$ cat config.mk
export PLATFORM = sky130hd
export DESIGN_NAME = hlock_detector
export DESIGN_NICKNAME = d
export VERILOG_FILES = /design/src/rtl/hlock_pkg.sv /design/src/rtl/hlock_rate_sel.sv /design/src/rtl/hlock_integrator.sv /design/src/rtl/hlock_hyst_cmp.sv /design/src/rtl/hlock_detector.sv
export SDC_FILE = /design/constraint.sdc
export NUM_CORES = 1
export LEC_CHECK = 0
export BUFFER_PORTS_ARGS = -buffer_cell sky130_fd_sc_hd__buf_2
export CORE_MARGIN = 2
export CORE_UTILIZATION = 50
export DETAILED_ROUTE_END_ITERATION = 7
export PLACE_DENSITY = 0.7
export SLEW_MARGIN = 0
export SYNTH_ARGS = -nofsm -noshare
export SYNTH_HDL_FRONTEND = slang
export SYNTH_HIERARCHICAL = 1
export SYNTH_SLANG_ARGS = --single-unit
$ cat constraint.sdc
create_clock -name clk -period 5.44 [get_ports clk]
set_clock_uncertainty 0.15 [all_clocks]
set_input_delay 0.816 -clock clk [delete_from_list [all_inputs] [get_ports clk]]
set_output_delay 0.816 -clock clk [all_outputs]
set_load 0.005 [all_outputs]
$ cat src/rtl/hlock_pkg.sv
package hlock_pkg;

   typedef enum logic [1:0] {
      SRC_INTERNAL = 2'd0,
      SRC_EXTERNAL = 2'd1,
      SRC_TEXT     = 2'd2
   } src_mode_e;

   // Integer fraction of a full-scale value, truncated.
   function automatic longint unsigned scale_level(input longint unsigned full,
                                                   input int unsigned num,
                                                   input int unsigned den);
      return (full * longint'(num)) / longint'(den);
   endfunction

endpackage

$ cat src/rtl/hlock_rate_sel.sv
module hlock_rate_sel
   import hlock_pkg::*;
#(
   parameter int unsigned STEP_W      = 7,
   parameter int unsigned CHARGE_STEP = 125,
   parameter int unsigned LEAK_STEP   = 4,
   parameter int unsigned GATE_STEP   = 125
) (
   input  src_mode_e         mode_i,
   input  logic              sync_i,
   input  logic              gate_i,
   output logic [STEP_W-1:0] charge_o,
   output logic [STEP_W-1:0] dis_o
);

   localparam logic [STEP_W-1:0] CHG = STEP_W'(CHARGE_STEP);
   localparam logic [STEP_W-1:0] LKG = STEP_W'(LEAK_STEP);
   localparam logic [STEP_W-1:0] GTD = STEP_W'(GATE_STEP);

   initial begin
      assert (CHARGE_STEP < (2 ** STEP_W) && LEAK_STEP < (2 ** STEP_W)
              && GATE_STEP < (2 ** STEP_W))
         else $error("step values exceed STEP_W");
   end

   always_comb begin
      charge_o = '0;
      dis_o    = '0;
      unique case (mode_i)
         SRC_INTERNAL: begin
            // gated integration: sync wins, gate-only drains
            if (sync_i)      charge_o = CHG;
            else if (gate_i) dis_o    = GTD;
         end
         default: begin
            // continuous leak, gate window ignored
            if (sync_i) charge_o = CHG;
            dis_o = LKG;
         end
      endcase
   end

endmodule

$ cat src/rtl/hlock_integrator.sv
module hlock_integrator #(
   parameter int unsigned ACC_W  = 16,
   parameter int unsigned STEP_W = 7
) (
   input  logic              clk,
   input  logic              rst_n,
   input  logic [STEP_W-1:0] charge_i,
   input  logic [STEP_W-1:0] dis_i,
   output logic [ACC_W-1:0]  acc_o,
   output logic [ACC_W-1:0]  acc_next_o
);

   localparam int unsigned SUM_W = ACC_W + 2;
   localparam logic [ACC_W-1:0] FULL = '1;

   initial begin
      assert (STEP_W <= ACC_W) else $error("STEP_W wider than ACC_W");
   end

   logic [ACC_W-1:0]        acc_q;
   logic signed [SUM_W-1:0] sum;

   always_comb begin
      sum = $signed(SUM_W'(acc_q)) + $signed(SUM_W'(charge_i))
          - $signed(SUM_W'(dis_i));
      if (sum < 0)
         acc_next_o = '0;
      else if (sum > $signed(SUM_W'(FULL)))
         acc_next_o = FULL;
      else
         acc_next_o = sum[ACC_W-1:0];
   end

   always_ff @(posedge clk) begin
      if (!rst_n) acc_q <= '0;
      else        acc_q <= acc_next_o;
   end

   assign acc_o = acc_q;

   assert_hold_R3 : assert property (@(posedge clk) disable iff (!rst_n)
      (charge_i == '0 && dis_i == '0) |=> $stable(acc_q));

   assert_no_overflow_R5 : assert property (@(posedge clk) disable iff (!rst_n)
      (charge_i >= dis_i) |=> (acc_q >= $past(acc_q)));

   assert_no_underflow_R5 : assert property (@(posedge clk) disable iff (!rst_n)
      (charge_i <= dis_i) |=> (acc_q <= $past(acc_q)));

endmodule

$ cat src/rtl/hlock_hyst_cmp.sv
module hlock_hyst_cmp #(
   parameter int unsigned      W      = 16,
   parameter logic [W-1:0]     SET_TH = '1,
   parameter logic [W-1:0]     CLR_TH = '0
) (
   input  logic         clk,
   input  logic         rst_n,
   input  logic [W-1:0] val_i,
   output logic         flag_o
);

   initial begin
      assert (CLR_TH < SET_TH) else $error("hysteresis band inverted");
   end

   logic flag_q;

   always_ff @(posedge clk) begin
      if (!rst_n)               flag_q <= 1'b0;
      else if (val_i >= SET_TH) flag_q <= 1'b1;
      else if (val_i <  CLR_TH) flag_q <= 1'b0;
   end

   assign flag_o = flag_q;

   assert_band_hold_R6_R8 : assert property (@(posedge clk) disable iff (!rst_n)
      (val_i >= CLR_TH && val_i < SET_TH) |=> (flag_q == $past(flag_q)));

   assert_set_above_R6_R8 : assert property (@(posedge clk) disable iff (!rst_n)
      (val_i >= SET_TH) |=> flag_q);

   assert_clear_below_R6_R8 : assert property (@(posedge clk) disable iff (!rst_n)
      (val_i < CLR_TH) |=> !flag_q);

endmodule

$ cat src/rtl/hlock_detector.sv
module hlock_detector
   import hlock_pkg::*;
#(
   parameter int unsigned ACC_W        = 16,
   parameter int unsigned CHARGE_STEP  = 125,
   parameter int unsigned LEAK_STEP    = 4,
   parameter int unsigned GATE_STEP    = 125,
   parameter int unsigned RATIO_DEN    = 98,
   parameter int unsigned SLOW_SET_NUM = 67,
   parameter int unsigned SLOW_CLR_NUM = 61,
   parameter int unsigned PRES_SET_NUM = 28,
   parameter int unsigned PRES_CLR_NUM = 8
) (
   input  logic             clk,
   input  logic             rst_n,
   input  logic             hsync_i,
   input  logic             gate_i,
   input  logic             ext_sel_i,
   input  logic             text_sel_i,
   output logic [ACC_W-1:0] level_o,
   output logic             in_sync_o,
   output logic             pd_slow_o,
   output logic             mute_o
);

   localparam int unsigned MAX_STEP =
      (CHARGE_STEP > LEAK_STEP)
         ? ((CHARGE_STEP > GATE_STEP) ? CHARGE_STEP : GATE_STEP)
         : ((LEAK_STEP > GATE_STEP) ? LEAK_STEP : GATE_STEP);
   localparam int unsigned STEP_W = $clog2(MAX_STEP + 1);
   localparam longint unsigned FULL_L = (64'd1 << ACC_W) - 64'd1;

   localparam logic [ACC_W-1:0] SLOW_SET =
      ACC_W'(scale_level(FULL_L, SLOW_SET_NUM, RATIO_DEN));
   localparam logic [ACC_W-1:0] SLOW_CLR =
      ACC_W'(scale_level(FULL_L, SLOW_CLR_NUM, RATIO_DEN));
   localparam logic [ACC_W-1:0] PRES_SET =
      ACC_W'(scale_level(FULL_L, PRES_SET_NUM, RATIO_DEN));
   localparam logic [ACC_W-1:0] PRES_CLR =
      ACC_W'(scale_level(FULL_L, PRES_CLR_NUM, RATIO_DEN));

   localparam int unsigned NCMP = 2;
   localparam logic [ACC_W-1:0] SET_TAB [NCMP] = '{SLOW_SET, PRES_SET};
   localparam logic [ACC_W-1:0] CLR_TAB [NCMP] = '{SLOW_CLR, PRES_CLR};
   localparam int unsigned IDX_SLOW = 0;
   localparam int unsigned IDX_PRES = 1;

   initial begin
      assert (ACC_W >= 4 && ACC_W <= 62) else $error("ACC_W out of range");
      assert (SLOW_SET_NUM <= RATIO_DEN && PRES_SET_NUM <= RATIO_DEN)
         else $error("threshold ratio above full scale");
      assert (CHARGE_STEP > LEAK_STEP) else $error("leak must be below charge");
   end

   src_mode_e        mode;
   logic             internal;
   logic [STEP_W-1:0] charge_amt;
   logic [STEP_W-1:0] dis_amt;
   logic [ACC_W-1:0] acc_now;
   logic [ACC_W-1:0] acc_nxt;
   logic [NCMP-1:0]  cmp_flag;

   always_comb begin
      if (text_sel_i)     mode = SRC_TEXT;
      else if (ext_sel_i) mode = SRC_EXTERNAL;
      else                mode = SRC_INTERNAL;
   end

   assign internal = (mode == SRC_INTERNAL);

   hlock_rate_sel #(
      .STEP_W      (STEP_W),
      .CHARGE_STEP (CHARGE_STEP),
      .LEAK_STEP   (LEAK_STEP),
      .GATE_STEP   (GATE_STEP)
   ) i_rate (
      .mode_i   (mode),
      .sync_i   (hsync_i),
      .gate_i   (gate_i),
      .charge_o (charge_amt),
      .dis_o    (dis_amt)
   );

   hlock_integrator #(
      .ACC_W  (ACC_W),
      .STEP_W (STEP_W)
   ) i_integ (
      .clk        (clk),
      .rst_n      (rst_n),
      .charge_i   (charge_amt),
      .dis_i      (dis_amt),
      .acc_o      (acc_now),
      .acc_next_o (acc_nxt)
   );

   // Comparators see the next level so flags move with the level.
   for (genvar c = 0; c < NCMP; c++) begin : g_cmp
      hlock_hyst_cmp #(
         .W      (ACC_W),
         .SET_TH (SET_TAB[c]),
         .CLR_TH (CLR_TAB[c])
      ) i_cmp (
         .clk    (clk),
         .rst_n  (rst_n),
         .val_i  (acc_nxt),
         .flag_o (cmp_flag[c])
      );
   end

   assign level_o   = acc_now;
   assign pd_slow_o = internal & cmp_flag[IDX_SLOW];
   assign mute_o    = ~cmp_flag[IDX_PRES];
   assign in_sync_o = internal & cmp_flag[IDX_PRES];

   assert_slow_level_R6 : assert property (@(posedge clk) disable iff (!rst_n)
      pd_slow_o |-> (level_o >= SLOW_CLR));

   assert_mute_level_R8 : assert property (@(posedge clk) disable iff (!rst_n)
      mute_o |-> (level_o < PRES_SET));

   assert_unmuted_level_R8 : assert property (@(posedge clk) disable iff (!rst_n)
      !mute_o |-> (level_o >= PRES_CLR));

   assert_lock_src_R9 : assert property (@(posedge clk) disable iff (!rst_n)
      in_sync_o |-> (!ext_sel_i && !text_sel_i));

endmodule

## Yosys cells after proc, flatten, opt, wreduce, memory -nomap -nowiden

Index checks and enable logic that the tools add are counted.

| storage, ports and cells | value |
|---|---|
| bits in registers | 18 |
| bits of input ports | 6 |
| output and inout bits | 19 |
| word-level logic and storage cells | 29 |

| cells by class | value |
|---|---|
| add/subtract/negate cells | 2 |
| $lt $le $gt $ge | 6 |
| mux-type cells | 12 |
| bitwise operators | 3 |
| reductions and logical operators | 3 |

Operators with widths:

| kind | count |
|---|---|
| $mux 16 | 2 |
| $mux 7 | 4 |
| $gt 18x17->1 const B | 1 |
| $lt 18x1->1 const B | 1 |
| $sub 17x7->18 | 1 |
| $add 16x7->17 | 1 |
| $ge 16x15->1 const B | 1 |
| $ge 16x16->1 const B | 1 |
| $lt 16x13->1 const B | 1 |
| $lt 16x16->1 const B | 1 |
| $mux 1 | 5 |
| $reduce_bool 2->1 | 2 |
| $and 1x1->1 | 2 |
| $logic_not 2->1 | 1 |
| $mux 2 | 1 |
| $not 1->1 | 1 |

## Logic depth before layout (Yosys ltp)

Gate-level depths: netlist of the first run.

| depth | value |
|---|---|
| word-level depth | 11 |
| mapped depth | 17 |

## By module

Netlist of the first run, hierarchy kept.

Modules (own cells, without submodules):

| module | times used | cells each | area an instance (um2) | seq. area each (um2) |
|---|---|---|---|---|
| hlock_integrator | 1 | 200 | 1677.9 | 320.3 |
| hlock_hyst_cmp at g_cmp[1].i_cmp | 1 | 20 | 138.9 | 20.0 |
| hlock_rate_sel | 1 | 17 | 125.1 | 0.0 |
| hlock_hyst_cmp at g_cmp[0].i_cmp | 1 | 13 | 102.6 | 20.0 |
| hlock_detector | 1 | 4 | 27.5 | 0.0 |

## Worst setup path after synthesis of the first run

Ideal clock, no wire load.

| timing | value |
|---|---|
| path kind | input -> register |
| start point | in text_sel_i |
| end point | reg g_cmp[0].i_cmp.flag_q |
| arrival time | 4341 ps |
| required time | 5168 ps |
| slack | 828 ps |
| stages on the path | 17 |
| path buffers | 1 |
| cells stage by stage | and2b_2 > nor3_2 > ha_1 > inv_1 > ha_1 > fa_1 > a211oi_1 > o21ai_2 > a31oi_4 > o21ai_2 > xnor2_2 > buf_6 > a21oi_1 > or4_4 > nor3_2 > nor3_1 > o311a_1 |

| on the way | value |
|---|---|
| longest elaborated chain between the ends | 9 |
| elaborated cells on any way between the ends | 12 |
| classes of those cells | add/sub: 1; order compare: 4; mux: 5; reduce/logical: 2 |

RTL lines:

| item | line | text |
|---|---|---|
| start: declaration | hlock_detector.sv:19 | `input logic text_sel_i,` |
| $mux 2 * | hlock_detector.sv:64 | `if (text_sel_i) mode = SRC_TEXT;` |
| $logic_not 2->1 * | hlock_rate_sel.sv:29 | `unique case (mode_i)` |
| $mux 7 * | hlock_rate_sel.sv:29 |  |
| net dis_amt[0] | hlock_detector.sv:58 | `logic [STEP_W-1:0] dis_amt;` |
| $sub 17x7->18 * | hlock_integrator.sv:25 | `- $signed(SUM_W'(dis_i));` |
| $gt 18x17->1 | hlock_integrator.sv:28 | `else if (sum > $signed(SUM_W'(FULL)))` |
| $mux 16 | hlock_integrator.sv:28 |  |
| $mux 16 * | hlock_integrator.sv:26 | `if (sum < 0)` |
| net acc_nxt[5] | hlock_detector.sv:60 | `logic [ACC_W-1:0] acc_nxt;` |
| $ge 16x16->1 / $lt 16x16->1 (equally long branches) | hlock_hyst_cmp.sv:20, hlock_hyst_cmp.sv:21 |  |
| $mux 1 / $reduce_bool 2->1 (equally long branches) | -- |  |
| end signal: assignment | hlock_hyst_cmp.sv:19 | `if (!rst_n) flag_q <= 1'b0;` |
| end signal: assignment | hlock_hyst_cmp.sv:20 | `else if (val_i >= SET_TH) flag_q <= 1'b1;` |
| end signal: assignment | hlock_hyst_cmp.sv:21 | `else if (val_i < CLR_TH) flag_q <= 1'b0;` |
| end: declaration | hlock_hyst_cmp.sv:16 | `logic flag_q;` |

The timed path passes the listed nets; every way through them passes the cells marked *.
A chain may end at the register's enable or synchronous reset.

## Worst setup path in the final report of the first run

| timing | value |
|---|---|
| start point | in text_sel_i |
| end point | reg g_cmp[1].i_cmp.flag_q |

| on the way | value |
|---|---|
| longest elaborated chain between the ends | 9 |
| elaborated cells on any way between the ends | 12 |
| classes of those cells | add/sub: 1; order compare: 4; mux: 5; reduce/logical: 2 |

RTL lines:

| item | line | text |
|---|---|---|
| $mux 2 * | hlock_detector.sv:64 |  |
| net mode[0] | hlock_detector.sv:55 | `src_mode_e mode;` |
| $logic_not 2->1 * | hlock_rate_sel.sv:29 |  |
| $mux 7 * | hlock_rate_sel.sv:29 |  |
| net dis_amt[0] | hlock_detector.sv:58 |  |
| $sub 17x7->18 * | hlock_integrator.sv:25 |  |
| $gt 18x17->1 | hlock_integrator.sv:28 |  |
| $mux 16 | hlock_integrator.sv:28 |  |
| $mux 16 * | hlock_integrator.sv:26 |  |
| net acc_nxt[11] | hlock_detector.sv:60 |  |
| $ge 16x15->1 / $lt 16x13->1 (equally long branches) | hlock_hyst_cmp.sv:20, hlock_hyst_cmp.sv:21 |  |
| $mux 1 / $reduce_bool 2->1 (equally long branches) | -- |  |
| end signal: assignment | hlock_hyst_cmp.sv:19 |  |
| end signal: assignment | hlock_hyst_cmp.sv:20 |  |
| end signal: assignment | hlock_hyst_cmp.sv:21 |  |
| end: declaration | hlock_hyst_cmp.sv:16 |  |

Marked as above.

==> results of run 1 <==
worst max-delay path, delay by kind of cell:
| family | cells | cell delay (ns) |
|---|---|---|
| AO/OA/AOI/OAI | 9 | 1.64 |
| XOR/XNOR | 1 | 0.35 |
| adder cells (fa/ha/maj) | 2 | 0.70 |
| buffers and inverters | 4 | 0.73 |
| AND/OR/NAND/NOR | 2 | 0.46 |
cells in the final DEF, fill, tap and decap left out, types with 4 or more instances in the layout:
cell type and count:
nor2_1 8, dfxtp_1 18, xor2_1 6, a21o_1 4, xnor2_1 8, o21ai_1 4, nand2_1 14, o21ai_0 9
ha_1 19, buf_2 24, fa_1 7, a21oi_1 41, a21oi_2 7, clkbuf_8 4, inv_1 39
sequential cells by signal, indices dropped and copies added, names as in the netlist:
signal and flops:
i_integ/acc_o 16, g_cmp.i_cmp/flag_o 2
layer usage:
metal  GRT usage (%)  up-vias
met5               0        -
met4           5.250        0
met3           1.974        5
met2           30.95       39
met1           28.60      791
li1                -      887
cells by family (layout without fill, tap and decap cells):
| logic type | after synthesis | in the layout |
|---|---|---|
| AOI/OAI and AO/OA | 91 | 91 |
| buffers and inverters | 58 | 69 |
| and+or+nand+nor | 45 | 45 |
| adders and majority gates | 26 | 26 |
| DFF | 18 | 18 |
| xor gates and xnor gates | 15 | 15 |
| other | 1 | 2 |
worst min path at each step:
stage	endpoint	slack, ns	cells after the start
4_1_cts	g_cmp[0].i_cmp/flag_o	0.37	1
2_1_floorplan	g_cmp[1].i_cmp/flag_o	0.33	2
5_1_grt	g_cmp[0].i_cmp/flag_o	0.40	1
3_5_place_dp	g_cmp[0].i_cmp/flag_o	0.36	1
3_3_place_gp	g_cmp[0].i_cmp/flag_o	0.35	1
6_report	g_cmp[0].i_cmp/flag_o	0.37	1
through the flow:
stage / setup WS [ns] / instances / utilization, % / hold WS [ns] / cell area (um^2)
floorplan: 0.8275 / 255 / - / 0.3254 / 2076
global placement: 0.5227 / 312 / 52.77 / 0.3529 / 2111
detailed placement: 0.4480 / 312 / 52.77 / 0.3560 / 2111
CTS: 0.7091 / 316 / 54.14 / 0.3742 / 2166
global route: 0.3897 / 316 / 54.14 / 0.3970 / 2166
finish: 0.7183 / 316 / 54.14 / 0.3683 / 2166
cells in the mapped netlist (all sizes together) (2+ instances only):
| library cell | instances |
|---|---|
| nor3 | 5 |
| buf | 18 |
| o21ai | 17 |
| a211oi | 4 |
| o21bai | 3 |
| o211ai | 2 |
| ha | 19 |
| nand2 | 14 |
| a2111oi | 2 |
| xor2 | 6 |
| a21oi | 48 |
| inv | 39 |
| fa | 7 |
| nor2 | 9 |
| nand4 | 3 |
| o31ai | 2 |
| nor3b | 3 |
| xnor2 | 9 |
| a31oi | 3 |
| a21o | 5 |
| dfxtp | 18 |
| nand3 | 3 |
layout make-up:
cell class / count / area (um^2)
multi-input combinational: 179 / 1406
tap: 50 / 62.56
fill: 382 / 1834
timing repair buffer: 26 / 135.1
sequential: 18 / 360.3
clock buffer: 4 / 55.05
inverter: 39 / 146.4
==> summary.md, run 1 <==
| Metric | Value |
|---|---|
| Final Hold Viols | 0 |
| Total gr overflow | 0 |
| Area grow syn2layout | 4.529% |
| Total negative setup slack | 0 ns |
| Initial antenna violation count | 0 |
| Crit. End Element | register |
| # DRC | 0 |
| Vias | 1,722 |
| Largest net degree at the start of global routing | 24 |
| Hold wc startpoint | g_cmp[0].i_cmp/flag_o |
| Slowest stage delay, CP | 0.43 ns |
| Clk Latency, worst-skew pair | 0.26 ns |
| Tot GR Track Use | 19.71% |
| Met3 WL | 197 um |
| Final min period | 4.722 ns |
| Max FO, Critical Path | 23 |
| Final HPWL from detailed placement | 3418 um |
| Routability cong. | 0.9009 |
| Post-route ant nets | 0 |
| Fraction of layout instances using a drive strength above 1 | 20.68% |
| Post-synthesis adder-cell area fraction | 18.24% |
| Slowest-stage cell, CP | fa_1 |
| RR Startpoint | i_integ/acc_o[0] |
| DR top layer | met4 |
| Async S/R FF share, synth | 0% |
| Clock buffer count from CTS | 3 |
| CTS root buffer | clkbuf_8 |
| Worst setup startpoint | text_sel_i |
| CTS H-tree depth | 1 |
| Synth unique cells | 50 |
| Status | complete, no violations |
| Critical path launch point type | primary input |
| Worst path cell trace | buf_2, and2b_2, nor3_2, buf_4, fa_1, inv_1, ha_1, o211ai_1, o21ai_2, a31oi_4, o21ai_2, xnor2_2, buf_4, a21oi_1, a2111oi_2, o21ai_1, o21ai_1, a31oi_1 |
| FF-to-FF path depth | 16 |
| Final setup fails | 0 |
| Max Fclk | 211.8 MHz |
| Worst Setup Path Type | in -> reg |
| First-pass GRT wire length | 7072 um |
| WP data arrival | 4.71 ns |
| Die Span Y | 68.38 um |
| Worst min path class | reg -> reg |
| Crit path capture | g_cmp[1].i_cmp/flag_o |
| Post-CTS setup buffer count | 0 |
| Post_cts resized | 0 |
| Compound-Gate Fraction of Synth Area | 29.41% |
| Setup slack, reg-to-reg | 1.42 ns |
| Combinational family with the most area after synthesis | compound AO/OA/AOI/OAI gates |
| Routed length per instance | 13.12 um |
| Post-synth EDFFs | 0 |
| Site Rows | 23 |
| Fin. max-slew vios | 0 |
| CORE AREA | 0.004000 mm^2 |
| Worst EP required | 5.43 ns |
| Nets | 299 |
| # Max-Cap Violations | 0 |
| Syn. warnings | 6 |
| Vias in the first global route | 1,606 |
| TritonCTS clock tree | built |
| Metal2 WL | 1897 um |
| Synth area leaders | dfxtp_1 17%, ha_1 11%, a21oi_1 9.9% |
| Worst-case clock buffer depth | 2 |
| Synth Flop Type | dfxtp_1 |
| Post-Synth XOR/XNOR Area | 6.703% |
| CTS sink cnt | 18 |
| RR Endpoint | g_cmp[1].i_cmp/flag_o |
| M1 wire length | 2001 um |
| Detailed Routing Iterations Pass 1 | 4 |
| Tcrit/Tclk final | 86.80% |
| Top cell type's share of synthesized area | 17.39% |
| Largest area contributor in the netlist | dfxtp_1 |
| DIE WIDTH | 68.38 um |
| Die Area | 0.004675 mm^2 |
| Unrepaired setup endpoints after global routing | false |
| Syn Area/Cell | 8.157 um^2 |
| Antenna cells | 0 |
| Post-synthesis mux area share | 0% |
| Vias/cell | 5.449 |
| Syn Inst Count | 254 |
| Hold-fix buffers at CTS | 0 |
| Post-synthesis simple-gate area fraction | 13.16% |
| Initial Utilization | 51.80% |
| Clock slew at reported path FFs | 0.07 ns |
| Yosys reg bits | 18 |
| Seq/Total Area, Yosys | 17.39% |
| # port buffers | 24 |
| Post-Route WL | 4145 um |
| Initial DRC count | 98 |
| Mapped Area | 0.002072 mm^2 |
| IO Count | 25 |
Power of run 1 is not shown: default switching activity piles up to over one toggle a cycle in this logic, so the estimate is an artifact.
==> inputs of run 2 (changes only) <==
--- a/config.mk
+++ b/config.mk
@@ -6,10 +6,10 @@
 export NUM_CORES = 1
 export LEC_CHECK = 0
 export BUFFER_PORTS_ARGS = -buffer_cell sky130_fd_sc_hd__buf_2
+export CORE_ASPECT_RATIO = 1.25
 export CORE_MARGIN = 2
-export CORE_UTILIZATION = 50
+export CORE_UTILIZATION = 28
 export DETAILED_ROUTE_END_ITERATION = 7
-export PLACE_DENSITY = 0.7
 export SLEW_MARGIN = 0
 export SYNTH_ARGS = -nofsm -noshare
 export SYNTH_HDL_FRONTEND = slang
==> summary.md, run 2 (synthesized netlist as in run 1, its figures left out) <==
| Metric | Value |
|---|---|
| Status | complete, no violations |
| Initial DRC count | 50 |
| Tot GR Track Use | 12.39% |
| Clock slew at reported path FFs | 0.08 ns |
| Hold-fix buffers at CTS | 0 |
| Routability cong. | 0.8651 |
| Die Area | 0.008108 mm^2 |
| Vias/cell | 4.763 |
| Hold wc startpoint | g_cmp[0].i_cmp/flag_o |
| Post_cts resized | 0 |
| Fraction of layout instances using a drive strength above 1 | 20.68% |
| Slew HR | 62.67% |
| CTS sink cnt | 18 |
| Most frequent cells in the layout | 41 x a21oi_1, 39 x inv_1, 24 x buf_2 |
| Finished Cell Area | 0.002218 mm^2 |
| Clk Latency, worst-skew pair | 0.26 ns |
| CTS root buffer | clkbuf_8 |
| CORE AREA | 0.007269 mm^2 |
| Worst Setup Path Type | in -> reg |
| Clock buffer count from CTS | 3 |
| Tcrit/Tclk final | 88.43% |
| Final setup fails | 0 |
| Routed length per instance | 12.72 um |
| Crit path capture | g_cmp[0].i_cmp/flag_o |
| # port buffers | 24 |
| Crit. End Element | register |
| DIE WIDTH | 80.94 um |
| Site Rows | 35 |
| Setup slack, reg-to-reg | 1.27 ns |
| Worst setup startpoint | text_sel_i |
| Largest net degree at the start of global routing | 21 |
| Total gr overflow | 0 |
| IO Count | 25 |
| Critical path launch point type | primary input |
| RR Endpoint | g_cmp[0].i_cmp/flag_o |
| Final HPWL from detailed placement | 3761 um |
| RR Startpoint | i_integ/acc_o[0] |
| Max Fclk | 207.9 MHz |
| CTS H-tree depth | 1 |
| Commonest non-fill, non-tap cell in the layout | a21oi_1 |
| Nets | 299 |
| WP data arrival | 4.81 ns |
| Initial antenna violation count | 0 |
| Die Span Y | 100.2 um |
| Post-CTS setup buffer count | 0 |
| Worst EP required | 5.44 ns |
| Vias in the first global route | 1,710 |
| TritonCTS clock tree | built |
| Post-Place Cell Area | 0.002163 mm^2 |
| Worst Tran Pin Value | 0.5572 ns |
| Antenna cells | 0 |
| Post-route ant nets | 0 |
| FF-to-FF path depth | 15 |
| Post-Place Worst Slack | 0.3650 ns |
| Worst min path class | reg -> reg |
| Worst-case clock buffer depth | 2 |
| Final Hold Viols | 0 |
| # Max-Cap Violations | 0 |
| First-pass GRT wire length | 7948 um |
| Max FO, Critical Path | 13 |
| Area grow syn2layout | 7.065% |
| Max reg flops | 16 |
| Initial Utilization | 28.50% |
| Worst Slack Setup Final | 0.6295 ns |
| Final min period | 4.811 ns |
| Unrepaired setup endpoints after global routing | false |
| Detailed Routing Iterations Pass 1 | 4 |
| Fin. max-slew vios | 0 |
| Vias | 1,705 |
| # DRC | 0 |
| Total negative setup slack | 0 ns |
| Post-Route WL | 4553 um |
[run 2: worst max-delay path, stage by stage]
cell and delay (ns):
buf_2 0.13, and2b_2 0.23, nor2_1 0.08, nand2_1 0.07, fa_1 0.50, inv_1 0.04, ha_1 0.36, a211oi_1 0.30
o21ai_2 0.13, a31oi_4 0.27, o21ai_2 0.11, xnor2_2 0.46, a21oi_1 0.24, or4_4 0.58, nor3_2 0.12, nor3_1 0.06
o311a_1 0.28
[run 2: how the worst min path moves through the flow]
stage | end | slack (ns) | cells after the start
after floorplan | g_cmp[1].i_cmp/flag_o | 0.33 | 2
after global placement | g_cmp[0].i_cmp/flag_o | 0.36 | 1
after detailed placement | g_cmp[0].i_cmp/flag_o | 0.36 | 1
after CTS | g_cmp[1].i_cmp/flag_o | 0.38 | 2
after global routing | g_cmp[1].i_cmp/flag_o | 0.41 | 2
final | g_cmp[0].i_cmp/flag_o | 0.37 | 1
[run 2: metal layers]
layer  GRT usage, %  vias up  wire length, um
met1          15.29      781             1982
met4          4.302        0               84
met3          1.619        8              137
met5              0        -                0
li1               -      884                -
met2          21.81       32             2349
[run 2: area by class of cell]
cell class              instances  area [um^2]
fillers                       823         5051
multi-input cells             179         1406
flip-flops and latches         18        360.3
inverters                      39        146.4
repair buffers                 26        135.1
well taps                      92        115.1
clock buffers                   4        55.05
[run 2: metrics by stage]
stage / hold WS (ns) / utilization [%] / std cells
CTS: 0.3767 / 30.52 / 358
floorplan: 0.3254 / - / 255
detailed placement: 0.3599 / 29.76 / 354
global route: 0.4103 / 30.52 / 358
global placement: 0.3649 / 29.76 / 354
finish: 0.3687 / 30.52 / 358
Power of run 2 is left out for the same reason.
